### src/rtl/qwc_pkg.sv
package qwc_pkg;
  localparam int WSEL_W = 2;
  localparam int DSEL_W = 2;
  localparam int NUM_WIPERS = 1 << WSEL_W;
  localparam int NUM_SET = 1 << DSEL_W;
  localparam int ADDR_W = WSEL_W + DSEL_W;
  localparam int NUM_STORE = NUM_WIPERS * NUM_SET;

  localparam logic [3:0] OP_SET_WIPER = 4'h1;
  localparam logic [3:0] OP_GET_WIPER = 4'h2;
  localparam logic [3:0] OP_SET_STORE = 4'h3;
  localparam logic [3:0] OP_GET_STORE = 4'h4;
  localparam logic [3:0] OP_LOAD      = 4'h5;
  localparam logic [3:0] OP_SAVE      = 4'h6;

  typedef struct packed {
    logic [3:0]        op;
    logic [WSEL_W-1:0] wsel;
    logic [DSEL_W-1:0] dsel;
  } qwc_cmd_t;
endpackage

### src/rtl/qwc_frame.sv
module qwc_frame (
  input  logic clk,
  input  logic rst_n,
  input  logic cs_n,
  input  logic byte_valid,
  output logic is_cmd,
  output logic is_data,
  output logic in_frame,
  output logic cs_rise
);
  logic [1:0] cnt_q, cnt_d;
  logic       cs_q;

  always_comb begin
    cnt_d = cnt_q;
    if (cs_n) cnt_d = 2'd0;
    else if (byte_valid && cnt_q != 2'd2) cnt_d = cnt_q + 2'd1;
  end

  always_ff @(posedge clk or negedge rst_n) begin
    if (!rst_n) begin
      cnt_q <= 2'd0;
      cs_q  <= 1'b1;
    end else begin
      cnt_q <= cnt_d;
      cs_q  <= cs_n;
    end
  end

  assign in_frame = byte_valid & ~cs_n;
  assign is_cmd   = in_frame & (cnt_q == 2'd0);
  assign is_data  = in_frame & (cnt_q == 2'd1);
  assign cs_rise  = cs_n & ~cs_q;
endmodule

### src/rtl/qwc_nvwrite.sv
module qwc_nvwrite #(
  parameter int CODE_W = 6,
  parameter int ADDR_W = 4,
  parameter int WRITE_CYCLES = 40
) (
  input  logic              clk,
  input  logic              rst_n,
  input  logic              cs_n,
  input  logic              wp_n,
  input  logic              cs_rise,
  input  logic              in_frame,
  input  logic              req,
  input  logic [ADDR_W-1:0] req_addr,
  input  logic [CODE_W-1:0] req_val,
  output logic              busy,
  output logic              mem_we,
  output logic [ADDR_W-1:0] mem_addr,
  output logic [CODE_W-1:0] mem_wdata
);
  localparam int CNT_W = $clog2(WRITE_CYCLES + 1);

  logic              pend_q, pend_d;
  logic [ADDR_W-1:0] addr_q;
  logic [CODE_W-1:0] val_q;
  logic              take;
  logic [CNT_W-1:0]  wcnt_q, wcnt_d;

  assign busy = (wcnt_q != '0);
  assign take = req & wp_n & ~busy;

  always_comb begin
    pend_d = pend_q;
    if (cs_rise) pend_d = 1'b0;
    else if (!cs_n && !wp_n) pend_d = 1'b0;
    else if (in_frame && pend_q) pend_d = 1'b0;
    else if (take) pend_d = 1'b1;
  end

  always_comb begin
    wcnt_d = wcnt_q;
    if (cs_rise && pend_q) wcnt_d = CNT_W'(WRITE_CYCLES);
    else if (busy) wcnt_d = wcnt_q - CNT_W'(1);
  end

  always_ff @(posedge clk or negedge rst_n) begin
    if (!rst_n) begin
      pend_q <= 1'b0;
      wcnt_q <= '0;
    end else begin
      pend_q <= pend_d;
      wcnt_q <= wcnt_d;
    end
  end

  always_ff @(posedge clk or negedge rst_n) begin
    if (!rst_n) begin
      addr_q <= '0;
      val_q  <= '0;
    end else if (take && !pend_q) begin
      addr_q <= req_addr;
      val_q  <= req_val;
    end
  end

  assign mem_we    = (wcnt_q == CNT_W'(1));
  assign mem_addr  = addr_q;
  assign mem_wdata = val_q;


  busy_excl_chk: assert property (@(posedge clk) disable iff (!rst_n) busy |-> !pend_q);

  wp_cancel_chk: assert property (@(posedge clk) disable iff (!rst_n) (!cs_n && !wp_n) |=> !pend_q);

  extra_cancel_chk: assert property (@(posedge clk) disable iff (!rst_n) (pend_q && in_frame) |=> !pend_q);

  start_on_cs_rise_chk: assert property (@(posedge clk) disable iff (!rst_n)
    $rose(busy) |-> ($past(cs_n) && $past(pend_q)));
endmodule

### src/rtl/qwc_tapdec.sv
module qwc_tapdec #(
  parameter int CODE_W = 6
) (
  input  logic [CODE_W-1:0]        code,
  output logic [(1<<CODE_W)-1:0]   taps
);
  always_comb begin
    taps = '0;
    taps[code] = 1'b1;
  end
endmodule

### src/rtl/quad_wiper_ctrl.sv
module quad_wiper_ctrl
  import qwc_pkg::*;
#(
  parameter int CODE_W = 6,
  parameter int WRITE_CYCLES = 40
) (
  input  logic                               clk,
  input  logic                               rst_n,
  input  logic                               cs_n,
  input  logic                               wp_n,
  input  logic                               byte_valid,
  input  logic [7:0]                         byte_data,
  output logic                               rd_valid,
  output logic [CODE_W-1:0]                  rd_data,
  output logic                               busy,
  output logic                               standby,
  output logic [NUM_WIPERS*CODE_W-1:0]       wiper_code,
  output logic [NUM_WIPERS*(1<<CODE_W)-1:0]  tap_sel
);
  localparam int TAPS = 1 << CODE_W;

  logic [1:0] rsync_q;
  logic       rst_s_n;

  always_ff @(posedge clk or negedge rst_n) begin
    if (!rst_n) rsync_q <= 2'b00;
    else        rsync_q <= {rsync_q[0], 1'b1};
  end
  assign rst_s_n = rsync_q[1];

  logic is_cmd, is_data, in_frame, cs_rise;

  qwc_frame i_frame (
    .clk(clk), .rst_n(rst_s_n), .cs_n(cs_n), .byte_valid(byte_valid),
    .is_cmd(is_cmd), .is_data(is_data), .in_frame(in_frame), .cs_rise(cs_rise)
  );

  qwc_cmd_t          cmd_q, cur;
  logic              rcl_q;
  logic [CODE_W-1:0] wiper_q [NUM_WIPERS];
  logic [CODE_W-1:0] wiper_d [NUM_WIPERS];
  logic [CODE_W-1:0] store   [NUM_STORE];
  logic [ADDR_W-1:0] cur_addr;
  logic              act_cmd, act_data;
  logic              rd_valid_d;
  logic [CODE_W-1:0] rd_data_d;
  logic              nv_req;
  logic [CODE_W-1:0] nv_val;
  logic              mem_we;
  logic [ADDR_W-1:0] mem_addr;
  logic [CODE_W-1:0] mem_wdata;

  assign act_cmd  = is_cmd & ~rcl_q;
  assign act_data = is_data & ~rcl_q;
  assign cur      = is_cmd ? qwc_cmd_t'(byte_data) : cmd_q;
  assign cur_addr = {cur.wsel, cur.dsel};

  always_comb begin
    for (int i = 0; i < NUM_WIPERS; i++) wiper_d[i] = wiper_q[i];
    if (rcl_q) begin
      for (int i = 0; i < NUM_WIPERS; i++) wiper_d[i] = store[i*NUM_SET];
    end else if (act_data && cmd_q.op == OP_SET_WIPER) begin
      wiper_d[cmd_q.wsel] = byte_data[CODE_W-1:0];
    end else if (act_cmd && cur.op == OP_LOAD) begin
      wiper_d[cur.wsel] = store[cur_addr];
    end
  end

  always_comb begin
    rd_valid_d = act_cmd & ((cur.op == OP_GET_WIPER) | (cur.op == OP_GET_STORE));
    rd_data_d  = (cur.op == OP_GET_WIPER) ? wiper_q[cur.wsel] : store[cur_addr];
  end

  always_comb begin
    nv_req = 1'b0;
    nv_val = byte_data[CODE_W-1:0];
    if (act_data && cmd_q.op == OP_SET_STORE) begin
      nv_req = 1'b1;
    end else if (act_cmd && cur.op == OP_SAVE) begin
      nv_req = 1'b1;
      nv_val = wiper_q[cur.wsel];
    end
  end

  always_ff @(posedge clk or negedge rst_s_n) begin
    if (!rst_s_n) begin
      rcl_q    <= 1'b1;
      rd_valid <= 1'b0;
      for (int i = 0; i < NUM_WIPERS; i++) wiper_q[i] <= '0;
    end else begin
      rcl_q    <= 1'b0;
      rd_valid <= rd_valid_d;
      for (int i = 0; i < NUM_WIPERS; i++) wiper_q[i] <= wiper_d[i];
    end
  end

  always_ff @(posedge clk or negedge rst_s_n) begin
    if (!rst_s_n) begin
      rd_data <= '0;
    end else if (rd_valid_d) begin
      rd_data <= rd_data_d;
    end
  end

  always_ff @(posedge clk or negedge rst_s_n) begin
    if (!rst_s_n) begin
      cmd_q <= '0;
    end else if (is_cmd) begin
      cmd_q <= qwc_cmd_t'(byte_data);
    end
  end

  always_ff @(posedge clk) begin
    if (mem_we) store[mem_addr] <= mem_wdata;
  end

  qwc_nvwrite #(.CODE_W(CODE_W), .ADDR_W(ADDR_W), .WRITE_CYCLES(WRITE_CYCLES)) i_nvwrite (
    .clk(clk), .rst_n(rst_s_n), .cs_n(cs_n), .wp_n(wp_n), .cs_rise(cs_rise),
    .in_frame(in_frame), .req(nv_req), .req_addr(cur_addr), .req_val(nv_val),
    .busy(busy), .mem_we(mem_we), .mem_addr(mem_addr), .mem_wdata(mem_wdata)
  );

  assign standby = cs_n & ~busy;

  for (genvar g = 0; g < NUM_WIPERS; g++) begin : g_wiper
    assign wiper_code[g*CODE_W +: CODE_W] = wiper_q[g];

    qwc_tapdec #(.CODE_W(CODE_W)) i_tapdec (
      .code(wiper_q[g]),
      .taps(tap_sel[g*TAPS +: TAPS])
    );


    tap_onehot_chk: assert property (@(posedge clk) disable iff (!rst_s_n)
      $onehot(tap_sel[g*TAPS +: TAPS]) && tap_sel[g*TAPS + int'(wiper_code[g*CODE_W +: CODE_W])]);

    recall_chk: assert property (@(posedge clk) disable iff (!rst_s_n)
      rcl_q |=> wiper_q[g] == $past(store[g*NUM_SET]));

    wr_wiper_chk: assert property (@(posedge clk) disable iff (!rst_s_n)
      (act_data && cmd_q.op == OP_SET_WIPER && cmd_q.wsel == WSEL_W'(g))
      |=> wiper_code[g*CODE_W +: CODE_W] == $past(byte_data[CODE_W-1:0]));
  end


  rd_pulse_chk: assert property (@(posedge clk) disable iff (!rst_s_n) rd_valid |=> !rd_valid);
endmodule

### config.mk
export PLATFORM = sky130hd
export DESIGN_NAME = quad_wiper_ctrl
export DESIGN_NICKNAME = d
export VERILOG_FILES = /design/src/rtl/qwc_pkg.sv /design/src/rtl/qwc_frame.sv /design/src/rtl/qwc_nvwrite.sv /design/src/rtl/qwc_tapdec.sv /design/src/rtl/quad_wiper_ctrl.sv
export SDC_FILE = /design/constraint.sdc
export NUM_CORES = 1
export LEC_CHECK = 0
export ABC_AREA = 1
export CORE_ASPECT_RATIO = 0.75
export CORE_MARGIN = 2
export CORE_UTILIZATION = 60
export CTS_CLUSTER_SIZE = 28
export DETAILED_ROUTE_END_ITERATION = 6
export DONT_BUFFER_PORTS = 1
export HOLD_SLACK_MARGIN = 0.08
export PLACE_DENSITY_LB_ADDON = 0.1
export RECOVER_POWER = 50
export SLEW_MARGIN = 10
export SYNTH_ARGS = -nofsm -noshare
export SYNTH_HDL_FRONTEND = slang
export SYNTH_SLANG_ARGS = --single-unit
### constraint.sdc
create_clock -name clk -period 2.1 [get_ports clk]
set_input_delay 0.315 -clock clk [delete_from_list [all_inputs] [get_ports clk]]
set_output_delay 0.315 -clock clk [all_outputs]
set_load 0.01 [all_outputs]
==> results of run 1 <==
==> power by group <==
group          switching (uW)  total [uW]  internal (uW)  leakage, uW
Clock                    1400        2920           1530     0.000248
Combinational            3210        4690           1480      0.00312
Sequential                732        4370           3630      0.00149
Total                    5340       12000           6640      0.00486
==> per-layer routing <==
| layer | vias up | share of wire [%] | track usage [%] |
|---|---|---|---|
| li1 | 4218 | - | - |
| met4 | 0 | 5.3 | 15.19 |
| met5 | - | 0 | 0 |
| met1 | 4686 | 37 | 55.66 |
| met2 | 877 | 44 | 59.25 |
| met3 | 140 | 13 | 11.23 |
==> cells in the mapped netlist (10+ instances only) <==
master / n / area share [%]
a21oi_1: 10 / 0.54
o21ai_0: 34 / 1.8
clkbuf_1: 10 / 0.41
dfrtp_1: 60 / 16
nor2_2: 17 / 1.2
o21ai_1: 14 / 0.76
nand2_1: 288 / 12
nand2_2: 19 / 1.3
nand3_1: 178 / 9.7
inv_1: 81 / 3.3
edfxtp_1: 96 / 31
buf_2: 12 / 0.65
nor2_1: 327 / 13
==> sequential cells by signal, summed over array words and instances, names as in the netlist <==
signal / count
cmd_q: 8
i_frame.cnt_q: 2
i_frame.cs_q: 1
i_nvwrite.mem_addr: 4
i_nvwrite.mem_wdata: 6
i_nvwrite.pend_q: 1
i_nvwrite.wcnt_q: 6
rcl_q: 1
rd_data: 6
rd_valid: 1
rsync_q: 2
store: 96
wiper_code: 24
==> per-stage QoR <==
stage / setup WS, ps / util (%)
final: -313.4 / 78.06
after detailed placement: -402.9 / 65.86
after floorplan: 144.2 / -
after global routing: -371.0 / 78.06
after global placement: -309.8 / 65.86
after CTS: -113.2 / 72.75
==> how the worst min path moves through the flow <==
| stage | start | to | slack [ps] |
|---|---|---|---|
| finish | byte_data[4] | i_nvwrite.mem_wdata[4] | 90 |
| global route | rst_n | rsync_q[1] | 100 |
| CTS | rst_n | rsync_q[0] | 90 |
| detailed placement | rst_n | rsync_q[0] | 20 |
| global placement | rst_n | rsync_q[0] | 20 |
| floorplan | rst_n | rsync_q[0] | 20 |
==> layout make-up <==
type	count	area [um^2]
inverter	91	370.4
clock inverter	14	107.6
fill	1047	3318
timing repair buffer	119	1210
clock buffer	18	429.2
sequential	158	4446
tap	205	256.5
multi-input combinational	947	4990
==> cell usage in the layout (no fill, tap or decap), types with 4 or more instances in the layout <==
master | netlist | layout
o21ai_4 | 4 | 8
inv_1 | 81 | 65
dfrtp_2 | 0 | 7
nor2_4 | 9 | 13
clkinvlp_4 | 0 | 5
buf_4 | 1 | 76
buf_12 | 1 | 7
nand2_4 | 4 | 14
a21oi_1 | 10 | 6
clkbuf_16 | 0 | 21
nand3_2 | 2 | 55
o21ai_2 | 3 | 11
nand3_1 | 178 | 122
nand2_2 | 19 | 31
nand2_1 | 288 | 265
inv_2 | 5 | 18
o21ai_1 | 14 | 10
inv_6 | 0 | 7
dfrtp_1 | 60 | 53
nor2_1 | 327 | 291
buf_6 | 9 | 17
inv_4 | 0 | 4
nor2_2 | 17 | 49
dlygate4sd3_1 | 0 | 9
o21ai_0 | 34 | 29
nand3_4 | 0 | 4
nand4_1 | 7 | 7
edfxtp_1 | 96 | 96
==> cell families after synthesis <==
group | synth area share, %
buffers and inverters | 6.213
DFF | 48.10
adders and majority gates | 0.6782
xor gates and xnor gates | 0.09497
AOI/OAI and AO/OA | 4.653
other | 0.08142
and+or+nand+nor | 40.18
==> timing repair <==
item	CTS	global route
setup buffers	8	12
gates resized for setup	71	164
pin swaps	16	14
gates cloned	6	9
hold endpoints to repair	10	1
endpoints found under the setup margin	123	185
hold buffers	8	1
==> summary.txt, run 1 <==
Placed design
  • Post-DP Area: 9962 um^2
  • Cell count after placement: 1478
  • Port buffer count: 0
  • HPWL reported at the end of detailed placement: 22770 um
  • Routability cong.: 1.070

Detailed routing
  • Routed WL: 36550 um
  • Initial drt markers: 1462
  • Vias per Instance: 6.392
  • DRC errors left: 13
  • WL per Instance: 23.55 um
  • First-pass DRT Iterations: 7
  • Vias: 9921
  • DRT antenna net count: 0

Setup path
  • CP max FO: 13
  • Crit path to: rd_data[4]
  • Critical Path Stages: 14
  • CP cell instances: inv_2 > ha_4 > nand4_1 > buf_6 > buf_8 > buf_12 > nand3_1 > nand3_1 > nand2_1 > nand2_1 > nand2_2 > nor2_4 > nand2_1 > a21oi_1
  • Crit path buffers/inverters: 4
  • Crit. End Element: flop
  • R2r endpoint: rd_data[4]
  • Reg2reg path depth: 14
  • FF-to-FF setup slack: -310 ps
  • Crit path from: i_frame.cnt_q[0]
  • CP startpoint kind: flop
  • Worst path slowest cell: dfrtp_1
  • CP peak stage delay: 410 ps
  • Worst Path Arrival: 2770 ps
  • Required time worst endpoint: 2460 ps
  • Most common cell on crit path: nand2_1
  • CP Class: reg2reg
  • Reg2reg start: i_frame.cnt_q[0]
  • CP top delay family: simple AND/OR/NAND/NOR gates

Outcome
  • Failing checks: design-rule violations, negative setup slack
  • Status: finished with violations

Clocking
  • Clock buffer depth: 2
  • CTS clk-pin slew, worst paths: 70 ps
  • CTS Sinks: 158
  • CTS tree: built
  • Clk root buf: clkbuf_16
  • Worst-Skew Late Latency: 440 ps
  • Number of H-tree levels: 4
  • Total CTS buffers: 17

Timing
  • Tmin final: 2413 ps
  • Final setup TNS: -9327 ps
  • Final setup vio count: 49
  • Slew Viols, Final: 0
  • Final hold vios: 0
  • Achievable frequency: 414.4 MHz
  • RSZ-0062 raised after global routing: yes
  • Least-Margin Pin Slew: 1311 ps
  • Hold WS: 90.21 ps
  • Post-Route Skew: 12.01 ps
  • Final period util: 114.9%
  • Post-layout worst setup margin: -313.4 ps
  • Max transition margin: 12.63%

Min path
  • Hold path depth: 2
  • Tightest Hold Check Type: in2reg

Pwr
  • Peak VDD IR: 0.6265 mV
  • Leak pwr: 0.004863 uW
  • Total power: 11980 uW
  • PD cells: 1014 nW/um^2

Logic synthesis
  • Post-synth EDFFs: 96
  • Sequential area share after synthesis: 48.10%
  • Synth warnings: 0
  • Cell Area, Synth: 9224 um^2
  • Yosys reg bits: 158
  • Ys flop type: edfxtp_1
  • Cells after Synth: 1224
  • Netlist cell types: 39
  • Mapped Nets: 1242
  • Mean Syn Cell Area: 7.536 um^2
  • Ys async rst share: 39.24%

Floorplanning
  • Ports: 302
  • Core Footprint: 15130 um^2
  • Starting Density: 60.98%
  • Die Ht: 111.4 um
  • Chip Width: 147.2 um
  • Die ar.: 16390 um^2
  • FP Rows: 39

Cells and area
  • Area grow syn2layout: 28.02%
  • Layout cells sized above 1: 27.99%
  • Final std cells w/o fill: 1552
  • Antenna Cells: 0
  • Fin nets: 1352
  • Design Area, Final: 11810 um^2

Job
  • Max_cap viols: 0

GRT
  • First-pass GRT wire length: 48900 um
  • Initial antenna violation count: 0
  • Total gr overflow: 0
  • Largest net degree at the start of global routing: 48
  • Total GRT Usage: 39.68%
  • Number of global-route vias before repair: 8323
No activity file was read; power rests on OpenSTA's default activity.
==> run 2: changes to the inputs <==
HOLD_SLACK_MARGIN = 0.06   (was 0.08)
REMOVE_ABC_BUFFERS = 1   (was default)
SETUP_SLACK_MARGIN = 0.1   (was default)
==> run 2 against run 1 <==
The run ends with negative setup slack left. Non-clock buffer count down 6. Critical path depth unchanged. Clock skew down 4.4 ps. Clock-buffer cell count unchanged. Global-route usage down 0.093 points. Flip-flop and latch count unchanged. Final cell count down 0.58%. Sequential share of layout area down 1.0 points.
==> summary.txt, run 2 (synthesis results as in run 1) <==
Outcome
  • Status: finished with violations (unchanged)
  • Failing checks: negative setup slack (was design-rule violations, negative setup slack)

Clocking
  • Clock buffer depth: 2 (unchanged)
  • Worst-Skew Late Latency: 440 ps (about the same)
  • CTS tree: built (unchanged)
  • Number of H-tree levels: 4 (unchanged)
  • Clk root buf: clkbuf_16 (unchanged)
  • CTS Sinks: 158 (unchanged)
  • CTS clk-pin slew, worst paths: 60 ps (was 70 ps)
  • Total CTS buffers: 17 (unchanged)

Setup path
  • Worst path slowest cell: dfrtp_1 (unchanged)
  • Worst Path Arrival: 2700 ps (was 2770 ps)
  • CP peak stage delay: 390 ps (was 410 ps)
  • CP startpoint kind: flop (unchanged)
  • Required time worst endpoint: 2420 ps (was 2460 ps)
  • CP cell instances: inv_2 > ha_4 > nand3_4 > buf_4 > buf_4 > nand2_1 > o21ai_2 > nand2_2 > clkinv_1 > buf_6 > nand2_1 > nand4_1 > a21oi_1 > a21oi_2 (was inv_2 > ha_4 > nand4_1 > buf_6 > buf_8 > buf_12 > nand3_1 > nand3_1 > nand2_1 > nand2_1 > nand2_2 > nor2_4 > nand2_1 > a21oi_1)
  • FF-to-FF setup slack: -280 ps (was -310 ps)
  • CP max FO: 11 (was 13)
  • CP Class: reg2reg (unchanged)
  • Crit. End Element: flop (unchanged)

Timing
  • Achievable frequency: 420.2 MHz (was 414.4 MHz)
  • Slew Viols, Final: 0 (unchanged)
  • Max transition margin: 28.08% (was 12.63%)
  • Final hold vios: 0 (unchanged)
  • Final period util: 113.3% (was 114.9%)
  • Tmin final: 2380 ps (was 2413 ps)
  • Post-Route Skew: 7.622 ps (was 12.01 ps)
  • RSZ-0062 raised after global routing: yes (unchanged)
  • Final setup vio count: 34 (was 49)
  • Least-Margin Pin Slew: 1079 ps (was 1311 ps)
  • Post-layout worst setup margin: -280.0 ps (was -313.4 ps)

GRT
  • Number of global-route vias before repair: 8469 (was 8323)
  • Initial antenna violation count: 1 (was 0)
  • First-pass GRT wire length: 48740 um (was 48900 um)
  • Total GRT Usage: 39.59% (was 39.68%)
  • Total gr overflow: 0 (unchanged)
  • Largest net degree at the start of global routing: 54 (was 48)

Detailed routing
  • WL per Instance: 22.57 um (was 23.55 um)
  • Initial drt markers: 1333 (was 1462)
  • DRT antenna net count: 0 (unchanged)
  • DRC errors left: 0 (was 13)
  • Vias per Instance: 6.306 (was 6.392)
  • Routed WL: 34830 um (was 36550 um)
  • First-pass DRT Iterations: 6 (was 7)
  • Vias: 9730 (was 9921)

Pwr
  • Leak pwr: 0.004914 uW (was 0.004863 uW)
  • Clock network fraction of design power: 26.6% (was 24.4%)
  • Peak VDD IR: 0.8032 mV (was 0.6265 mV)
  • Sw Pwr: 5432 uW (was 5341 uW)
  • Reg power frac: 34.3% (was 36.5%)
  • Total power: 12840 uW (was 11980 uW)
  • P_int: 7407 uW (was 6638 uW)
  • Combinational share of power: 39.1% (about the same)
  • Net Sw Frac: 42.31% (was 44.58%)
  • PD cells: 1055 nW/um^2 (was 1014 nW/um^2)

Floorplanning
  • FP Rows: 39 (unchanged)
  • Core Footprint: 15130 um^2 (unchanged)
  • Die ar.: 16390 um^2 (unchanged)
  • Die Ht: 111.4 um (unchanged)
  • Starting Density: 60.98% (unchanged)
  • Chip Width: 147.2 um (unchanged)
  • Ports: 302 (unchanged)

Cells and area
  • Final std cells w/o fill: 1543 (was 1552)
  • Commonest non-fill, non-tap cell in the layout: nor2_1 (unchanged)
  • Max reg flops: 96 (unchanged)
  • Commonest cells after routing, fill and taps aside: nor2_1, nand2_1, nand3_1 (unchanged)
  • Layout cells sized above 1: 33.88% (was 27.99%)
  • Fin nets: 1342 (was 1352)
  • Area grow syn2layout: 31.99% (was 28.02%)
  • Most flops, register: store (unchanged)

Job
  • Max_cap viols: 0 (unchanged)

Placed design
  • Routability cong.: 0.9791 (was 1.070)
  • Port buffer count: 0 (unchanged)
  • Cell count after placement: 1471 (was 1478)
  • HPWL reported at the end of detailed placement: 21940 um (was 22770 um)

Min path
  • Tightest Hold Check Type: in2reg (unchanged)
[run 2: cell types whose count changed in the layout (fill, tap and decap cells not counted), sizes merged]
cell / before / now
diode: 0 / 1
nand3: 181 / 180
nand2: 313 / 312
o21ai: 58 / 56
inv: 94 / 85
clkinvlp: 5 / 6
clkbuf: 23 / 21
dlygate4sd3: 9 / 5
bufinv: 0 / 5
clkinv: 6 / 9
[run 2: final timing paths]
kind                                     endpoint             start  cells past startpoint
min in group asynchronous              rsync_q[1]             rst_n                      1
max reg2reg                            rd_data[0]  i_frame.cnt_q[1]                     14
max in group asynchronous          wiper_code[13]        rsync_q[1]                      1
max                                    rd_data[0]  i_frame.cnt_q[1]                     14
min reg2reg                            rsync_q[1]        rsync_q[0]                      0
min                        i_nvwrite.mem_wdata[3]      byte_data[3]                      2
[run 2: through the flow]
stage | TNS [ps] | setup slack [ps] | hold WS [ps] | cell area, um^2 | util [%]
finish | -6182 | -280.0 | 69.23 | 12170 | 80.48
global route | -9122 | -337.4 | 80.49 | 12170 | 80.46
CTS | -1822 | -98.54 | 73.17 | 11440 | 75.64
detailed placement | -8263 | -251.9 | 19.48 | 9922 | 65.59
global placement | -5287 | -196.3 | 19.49 | 9922 | 65.59
floorplan | -55050 | -1713 | 19.41 | 8994 | -
[run 2: power by group through the flow]
stage | Clock (uW) | Combinational, uW | Sequential (uW)
2_1_floorplan | 0 | 2390 | 4110
3_3_place_gp | 0 | 3520 | 4260
3_5_place_dp | 0 | 3570 | 4280
4_1_cts | 3400 | 4250 | 4280
5_1_grt | 3530 | 5310 | 4430
6_report | 3420 | 5020 | 4400
[run 2: cell type report]
type                       count  area (um^2)
inverter                      91        367.9
fill                         952         2953
tap                          205        256.5
multi-input combinational    943         5265
timing repair buffer         113         1181
sequential                   158         4456
clock inverter                14        216.5
clock buffer                  18        429.2
antenna                        1        2.502
[run 2: worst max-delay path: cells and delay by family, from the launching register on]
family	cells	cell delay, ps
adders and majority gates	1	150
buffers and inverters	5	660
and+or+nand+nor	5	620
DFF	1	390
AOI/OAI and AO/OA	3	430
[run 2: repair_timing]
item,4_1_cts,5_1_grt
pin swaps,16,39
hold buffers,5,0
setup endpoints to repair,233,308
resized for setup,141,177
gates cloned,8,2
setup buffers,14,11
hold endpoints to repair,6,0
[run 2: metal layers]
metal  routed length (um)  vias to the layer above  global-route usage, %  part of all wire, %
li1                     -                     4204                      -                    -
met1                12720                     4630                  53.44                   37
met2                15850                      741                  60.40                   45
met3                 3986                      155                  8.893                   11
met4                 2275                        0                  21.03                  6.5
met5                    0                        -                      0                    0
